[src/rtl/mq_pkg.sv]
package mq_pkg;

   localparam int unsigned MAX_Q     = 16;
   localparam int unsigned BLK_FIELD = 8;

   // Block allocation map: field q (BLK_FIELD bits, queue 0 in the low field)
   typedef logic [MAX_Q*BLK_FIELD-1:0] blk_map_t;

   function automatic int unsigned blocks_of(blk_map_t m, int unsigned q);
      return 32'(m[q*BLK_FIELD +: BLK_FIELD]);
   endfunction

   // First block index of queue q: blocks of all lower-numbered queues
   function automatic int unsigned first_block(blk_map_t m, int unsigned q);
      int unsigned s;
      s = 0;
      for (int unsigned i = 0; i < q; i++) s += blocks_of(m, i);
      return s;
   endfunction

endpackage

[src/rtl/mq_store.sv]
module mq_store #(
   parameter int unsigned DW    = 16,
   parameter int unsigned WORDS = 32,
   parameter int unsigned AW    = 5
) (
   input  logic          clk,
   input  logic          we,
   input  logic [AW-1:0] waddr,
   input  logic [DW-1:0] wdata,
   input  logic [AW-1:0] raddr,
   output logic [DW-1:0] rdata
);

   logic [DW-1:0] cells [WORDS];

   always_ff @(posedge clk) begin
      if (we) cells[waddr] <= wdata;
   end

   assign rdata = cells[raddr];

endmodule

[src/rtl/mq_queue_ctl.sv]
module mq_queue_ctl #(
   parameter int unsigned AW       = 5,
   parameter int unsigned CW       = 6,
   parameter int unsigned BASE     = 0,
   parameter int unsigned DEPTH    = 8,
   parameter int unsigned AF_GAP   = 2,
   parameter int unsigned AE_LEVEL = 1
) (
   input  logic          clk,
   input  logic          rst_n,
   input  logic          push,
   input  logic          pop,
   output logic [AW-1:0] wptr,
   output logic [AW-1:0] rptr,
   output logic [AW-1:0] rptr_inc,
   output logic [CW-1:0] count,
   output logic          full,
   output logic          afull,
   output logic          aempty
);

   generate
      if (DEPTH == 0) begin : g_none
         logic unused_in;
         assign unused_in = ^{clk, rst_n, push, pop};
         assign wptr     = '0;
         assign rptr     = '0;
         assign rptr_inc = '0;
         assign count    = '0;
         assign full     = 1'b1;
         assign afull    = 1'b1;
         assign aempty   = 1'b1;
      end else begin : g_live
         localparam logic [AW-1:0] LO      = AW'(BASE);
         localparam logic [AW-1:0] HI      = AW'(BASE + DEPTH - 1);
         localparam logic [CW-1:0] DEP_C   = CW'(DEPTH);
         localparam logic [CW-1:0] AF_MARK = (DEPTH > AF_GAP) ? CW'(DEPTH - AF_GAP) : '0;
         localparam logic [CW-1:0] AE_C    = CW'(AE_LEVEL);

         logic [AW-1:0] wptr_inc;

         assign wptr_inc = (wptr == HI) ? LO : wptr + AW'(1);
         assign rptr_inc = (rptr == HI) ? LO : rptr + AW'(1);

         always_ff @(posedge clk) begin
            if (!rst_n) begin
               wptr  <= LO;
               rptr  <= LO;
               count <= '0;
            end else begin
               if (push) wptr <= wptr_inc;
               if (pop)  rptr <= rptr_inc;
               case ({push, pop})
                  2'b10:   count <= count + CW'(1);
                  2'b01:   count <= count - CW'(1);
                  default: count <= count;
               endcase
            end
         end

         assign full   = (count == DEP_C);
         assign afull  = (count >= AF_MARK);
         assign aempty = (count <= AE_C);
      end
   endgenerate

endmodule

[src/rtl/mq_fifo.sv]
module mq_fifo
   import mq_pkg::*;
#(
   parameter int unsigned DW         = 16,
   parameter int unsigned NUM_Q      = 4,
   parameter int unsigned BLK_WORDS  = 4,
   parameter int unsigned TOTAL_BLKS = 8,
   parameter blk_map_t    Q_BLOCKS   = 128'h0200_0302,
   parameter int unsigned AF_GAP     = 2,
   parameter int unsigned AE_LEVEL   = 1,
   localparam int unsigned QW        = (NUM_Q > 1) ? $clog2(NUM_Q) : 1
) (
   input  logic          clk,
   input  logic          rst_n,
   input  logic [QW-1:0] wr_qsel,
   input  logic          wr_en,
   input  logic [DW-1:0] wr_data,
   output logic          full,
   output logic          almost_full,
   input  logic [QW-1:0] rd_qsel,
   input  logic          rd_en,
   output logic [DW-1:0] rd_data,
   output logic          out_valid,
   output logic          almost_empty
);

   localparam int unsigned MEM_WORDS = TOTAL_BLKS * BLK_WORDS;
   localparam int unsigned AW        = $clog2(MEM_WORDS);
   localparam int unsigned CW        = $clog2(MEM_WORDS + 1);
   localparam int unsigned QN        = 1 << QW;

   // Elaboration-time parameter checks
   generate
      if (NUM_Q < 1 || NUM_Q > MAX_Q) begin : g_bad_qcount
         $error("NUM_Q must lie between 1 and %0d", MAX_Q);
      end
      if (MEM_WORDS < 2) begin : g_bad_mem
         $error("memory must hold at least two words");
      end
      if (first_block(Q_BLOCKS, NUM_Q) > TOTAL_BLKS) begin : g_bad_alloc
         $error("queues are given more blocks than TOTAL_BLKS");
      end
      if (AE_LEVEL >= MEM_WORDS) begin : g_bad_ae
         $error("AE_LEVEL must be below the memory size");
      end
   endgenerate

   // Registered selects and output stage
   logic [QW-1:0] wsel_q, rsel_q, src_q;
   logic [DW-1:0] dout_q;
   logic          ov_q;

   // Per-queue state views
   logic [AW-1:0] wp  [QN];
   logic [AW-1:0] rp  [QN];
   logic [AW-1:0] rpi [QN];
   logic [CW-1:0] cnt [QN];
   logic [QN-1:0] q_full, q_afull, q_aempty, push_v, pop_v;

   logic          push_ok, pop_ok, same_q, avail;
   logic [AW-1:0] head_addr;
   logic [DW-1:0] mem_rd;

   generate
      for (genvar q = 0; q < QN; q++) begin : g_q
         localparam int unsigned NB = (q < NUM_Q) ? blocks_of(Q_BLOCKS, q) : 0;
         mq_queue_ctl #(
            .AW       (AW),
            .CW       (CW),
            .BASE     (first_block(Q_BLOCKS, q) * BLK_WORDS),
            .DEPTH    (NB * BLK_WORDS),
            .AF_GAP   (AF_GAP),
            .AE_LEVEL (AE_LEVEL)
         ) u_ctl (
            .clk      (clk),
            .rst_n    (rst_n),
            .push     (push_v[q]),
            .pop      (pop_v[q]),
            .wptr     (wp[q]),
            .rptr     (rp[q]),
            .rptr_inc (rpi[q]),
            .count    (cnt[q]),
            .full     (q_full[q]),
            .afull    (q_afull[q]),
            .aempty   (q_aempty[q])
         );
      end
   endgenerate

   // Write side
   assign push_ok = wr_en & ~q_full[wsel_q];
   assign push_v  = push_ok ? (QN'(1) << wsel_q) : '0;

   // Read side: the shown word belongs to src_q and is consumed on request
   assign pop_ok    = rd_en & ov_q;
   assign pop_v     = pop_ok ? (QN'(1) << src_q) : '0;
   assign same_q    = pop_ok && (src_q == rsel_q);
   assign head_addr = same_q ? rpi[rsel_q] : rp[rsel_q];
   assign avail     = same_q ? (cnt[rsel_q] > CW'(1)) : (cnt[rsel_q] != '0);

   mq_store #(
      .DW    (DW),
      .WORDS (MEM_WORDS),
      .AW    (AW)
   ) u_store (
      .clk   (clk),
      .we    (push_ok),
      .waddr (wp[wsel_q]),
      .wdata (wr_data),
      .raddr (head_addr),
      .rdata (mem_rd)
   );

   always_ff @(posedge clk) begin
      if (!rst_n) begin
         wsel_q <= '0;
         rsel_q <= '0;
         src_q  <= '0;
         dout_q <= '0;
         ov_q   <= 1'b0;
      end else begin
         wsel_q <= wr_qsel;
         rsel_q <= rd_qsel;
         if (avail) begin
            dout_q <= mem_rd;
            src_q  <= rsel_q;
            ov_q   <= 1'b1;
         end else begin
            ov_q   <= 1'b0;
         end
      end
   end

   assign full         = q_full[wsel_q];
   assign almost_full  = q_afull[wsel_q];
   assign almost_empty = q_aempty[rsel_q];
   assign rd_data      = dout_q;
   assign out_valid    = ov_q;

endmodule

[config.mk]
export PLATFORM = sky130hd
export DESIGN_NAME = mq_fifo
export DESIGN_NICKNAME = d
export VERILOG_FILES = /design/src/rtl/mq_pkg.sv /design/src/rtl/mq_store.sv /design/src/rtl/mq_queue_ctl.sv /design/src/rtl/mq_fifo.sv
export SDC_FILE = /design/constraint.sdc
export NUM_CORES = 1
export LEC_CHECK = 0
export CAP_MARGIN = 0
export CELL_PAD_IN_SITES_DETAIL_PLACEMENT = 0
export CELL_PAD_IN_SITES_GLOBAL_PLACEMENT = 1
export CORE_MARGIN = 4
export CORE_UTILIZATION = 50
export DETAILED_ROUTE_END_ITERATION = 10
export HOLD_SLACK_MARGIN = 0.02
export PLACE_DENSITY_LB_ADDON = 0.1
export SYNTH_ARGS = -nofsm -noshare
export SYNTH_HDL_FRONTEND = slang
export SYNTH_SLANG_ARGS = --single-unit
[constraint.sdc]
create_clock -name clk -period 4.2 [get_ports clk]
set_input_delay 0.84 -clock clk [delete_from_list [all_inputs] [get_ports clk]]
set_output_delay 0.84 -clock clk [all_outputs]
set_load 0.1 [all_outputs]
==> run summary <==
The flow ran to the end, and the final reports show no timing, DRC or antenna violations. The number of buffers inserted to repair setup after CTS is 0. During placement, the flow inserted port buffers numbering 43. The leakage component of the power came out at 9.294 nW.

The number of flip-flops and latches in the synthesized netlist came out at 583. The initialized floorplan defines 80 standard-cell rows. The cell area after layout is 28000 µm². The worst register-to-register path begins at g_q[1].u_ctl.rptr[1]. The global-route congestion overflow total is 0. The start point of the worst hold path is g_q[0].u_ctl.wptr[1]. The die area came out at 51990 µm².

The share of total power dissipated in combinational logic is 8.1%. The number of I/O pins is 44. The layout overhead on the synthesized area is 15.68%. The count of cells resized by post-cts repair is 0.

The cell at the root of the clock tree is clkbuf_16. The switching power of the nets is 2.965 mW. The smallest hold slack came out at 0.5130 ns. The effective utilization at floorplan is 50.59%. The complex-gate fraction of the synthesized area is 10.64%. Leaving out fill and tap cells, the most frequent cell in the layout is edfxtp_1.

The maximum fanout count along the critical path came out at 19. The worst setup path is captured at a flop. The main combinational cell family by area after synthesis is simple AND/OR/NAND/NOR gates. Per report_power, the clock group accounts for 39.7% of the total. The synthesized netlist cell count came out at 1838. The total power divided by cell area came out at 440.7 nW/µm². The final setup skew came out at 0.02751 ns.

Static timing analysis puts the maximum clock frequency at 261.5 MHz. The global-route usage over all layers came out at 23.55%. At the pin with the least slew margin, the transition time is 1.292 ns.

The post-detailed-route wirelength per cell is 23.65 µm. The number of global-route vias before repair came out at 15.09k. The antenna cell count is 0. STA classifies the critical path startpoint as an input port.

After detailed routing, the number of remaining DRC violations is 0. At the end of routability-driven placement, the weighted congestion stood at 0.8943. The count of nets after finishing came out at 2015. In this run the mean area of a mapped cell was 13.17 µm². Setup repair after global routing left no endpoint under its margin. Setup slack closes at 0.3762 ns.

The remaining antenna violation count came out at 0. The width of the die came out at 228.0 µm. Setup violations remaining at the end of the flow were counted as 0.

Clock-pin slew was measured on the worst setup and hold paths at 0.06 ns. The number of nets produced by synthesis came out at 1883. The maximum resistive drop on vdd came out at 0.3983 mV. For this block, the initial DRC count from the detailed router was 1677. Dividing the detail-routed via count by the number of cells gives 5.931. Measured along the y axis, the die boundary spans 228.0 µm. The number of clock sinks is 583. The number of levels in the clock H-tree came out at 2. The worst-skew pair later-pin latency came out at 0.64 ns. The hold buffer count at cts is 0.

Entering global routing, the biggest net connects 65 pins. The number of clock buffers inserted by TritonCTS is 59. The parity-gate share of the synthesized area counting xor and xnor cells is 1.039%.

The overall via count from detail_route is 15.63k. The first global-routing pass estimated 94.23 mm of wire. The number of antenna violations at the first check in global routing is 1.

The share of the Yosys chip area taken by registers is 69.39%. The async set or reset register ratio after synthesis is 0%. The mapped netlist covers 24200 µm².

The library cells used most frequently in the layout, excluding fill and tap cells, are edfxtp_1, nand2_1, buf_4, a21oi_1, mux2i_1. For this run, the number of Yosys warnings is 0. After Yosys synthesis, full adders, half adders and majority gates account for 1.086% of the synthesized area. The portion of synthesized area spent on multiplexers is 4.378%. The post-layout minimum cycle time is 3.824 ns. The basic-gate share of the synthesized area counting and, or, nand and nor cells is 10.78%. The aggregate routed wire length came out at 62.31 mm. The internal portion of the total power is 9.376 mW. The category of the most critical setup path is input port to flop. The tool flagged a number of max-cap violations equal to 0. The maximum buffer depth of the clock tree is 3. The post-route netlist has 13.02% of its cells at a drive strength greater than 1. The post-route clock period utilization came out at 91.04%. The max-slew violation total from the final report is 0. In this run the worst hold path is classified as flop to flop. The unique cell type count in the Yosys netlist came out at 75. For this run, the leading register cell type out of synthesis is edfxtp_1. The number of synthesized flops with an enable pin is 512. At the worst endpoint, the required time is 4.67 ns. The clock tree from TritonCTS is built.

The area of the core is 47850 µm². The instance area at placement came out at 26180 µm². The detailed-routing iteration count for the pre-antenna-repair pass is 5. The fraction of power spent switching nets came out at 24.02%. The source of the critical timing path is rd_en. The worst path arrival time is 4.29 ns. The sum of net half-perimeters after detailed placement is 39.22 mm. The count of fill cells added during filler insertion came out at 3822. Sequential cells burn 52.2% of the power. The final number of hold-violating endpoints came to 0. Before CTS, the worst setup slack after placement is -0.2242 ns. The worst-case headroom to the max-slew limit came out at 13.63%.
==> power groups by stage <==
stage	clock network (mW)	registers (mW)	logic [mW]
floorplan	0	6.73	0.390
global placement	0	6.56	0.983
detailed placement	0	6.56	0.991
CTS	5.02	6.44	0.994
global route	5.27	6.44	1.06
finish	4.90	6.44	0.995
==> metrics by stage <==
step                total power [mW]  std cells  utilization [%]  TNS [ns]
floorplan                      7.120       1838                -         0
global placement               7.545       2524            54.73   -0.2324
detailed placement             7.553       2524            54.73   -0.2242
CTS                            12.45       2635            58.52         0
global route                   12.77       2635            58.52         0
finish                         12.34       2635            58.52         0
==> Yosys cell counts (4+ instances only) <==
library cell  number  area (µm²)
ha_1              21       262.8
nor4b_1            4       35.03
buf_4             10       75.07
nand2_1          314        1179
nor2b_1           10       62.56
a211oi_1          28       210.2
buf_1             12       45.04
a2111oi_0         14       122.6
nand3_1           67       335.3
dfxtp_1           71        1421
a21oi_1          116       580.6
xor2_1            16       140.1
a31oi_1           29       181.4
and2_1             6       37.54
a311oi_1           4       35.03
o21ai_0           22       110.1
clkbuf_1          51       191.4
inv_1             32       120.1
nand2b_1           4       25.02
nor3_1            12       60.06
nand3b_1           5       37.54
nor3b_1            4       30.03
xnor2_1            9       78.83
a22oi_1           47       352.8
mux2i_1          101        1011
buf_2             38       190.2
o211ai_1           5       37.54
a32oi_1           58       508.0
nand4_1           24       150.1
nor4_1             8       50.05
o21a_1             5       37.54
nor2_1            98       367.9
or3_1              7       43.79
edfxtp_1         512       15370
a221oi_1          13       113.9
==> worst max-delay path: stages <==
cell and delay [ns]:
clkdlybuf4s50_1 0.48, nand2_1 0.17, or3_1 0.52, mux2i_1 0.17, buf_4 0.15, a221o_2 0.49
buf_4 0.30, a211oi_1 0.32, a211oi_1 0.10, a211oi_1 0.54, nand4_1 0.19
==> path summary, 6_finish.rpt <==
check,end,slack (ns),depth (start not counted)
min,g_q[0].u_ctl.wptr[1],0.51,2
min reg2reg,g_q[0].u_ctl.wptr[1],0.51,2
max reg2reg,rd_data[2],0.46,11
max,rd_data[2],0.38,11
==> kinds of logic (layout without fill, tap and decap cells) <==
| kind of cell | after synthesis | count (layout) |
|---|---|---|
| AND/OR/NAND/NOR | 585 | 585 |
| flip-flops | 583 | 583 |
| XOR/XNOR | 27 | 27 |
| adder cells (fa/ha/maj) | 21 | 21 |
| multiplexers | 105 | 105 |
| buffers and inverters | 146 | 328 |
| AO/OA/AOI/OAI | 371 | 371 |
==> final cells by class <==
class | count | area, µm² | share of cell area [%]
Inverter | 33 | 123.9 | 0.4424
Sequential cell | 583 | 16800 | 59.98
Multi-Input combinational cell | 1109 | 6838 | 24.42
Clock buffer | 74 | 1533 | 5.474
Clock inverter | 37 | 284.0 | 1.014
Tap cell | 615 | 769.5 | 2.748
Timing Repair Buffer | 184 | 1657 | 5.916
==> routing by layer <==
layer | vias to the layer above | track usage [%] | part of all wire (%)
met5 | - | 0 | 0.011
met4 | 2 | 4.631 | 1.6
met3 | 83 | 4.853 | 7.3
met2 | 497 | 36.41 | 45
met1 | 7780 | 35.11 | 46
li1 | 7267 | - | -
==> registers in the layout, summed over array words and instances (netlist names) <==
signal           flops
u_store.cells      512
g_q.u_ctl.count     18
rd_data             16
g_q.u_ctl.rptr      15
g_q.u_ctl.wptr      15
rsel_q               2
src_q                2
wsel_q               2
out_valid            1
No activity file was read; power rests on OpenSTA's default activity.
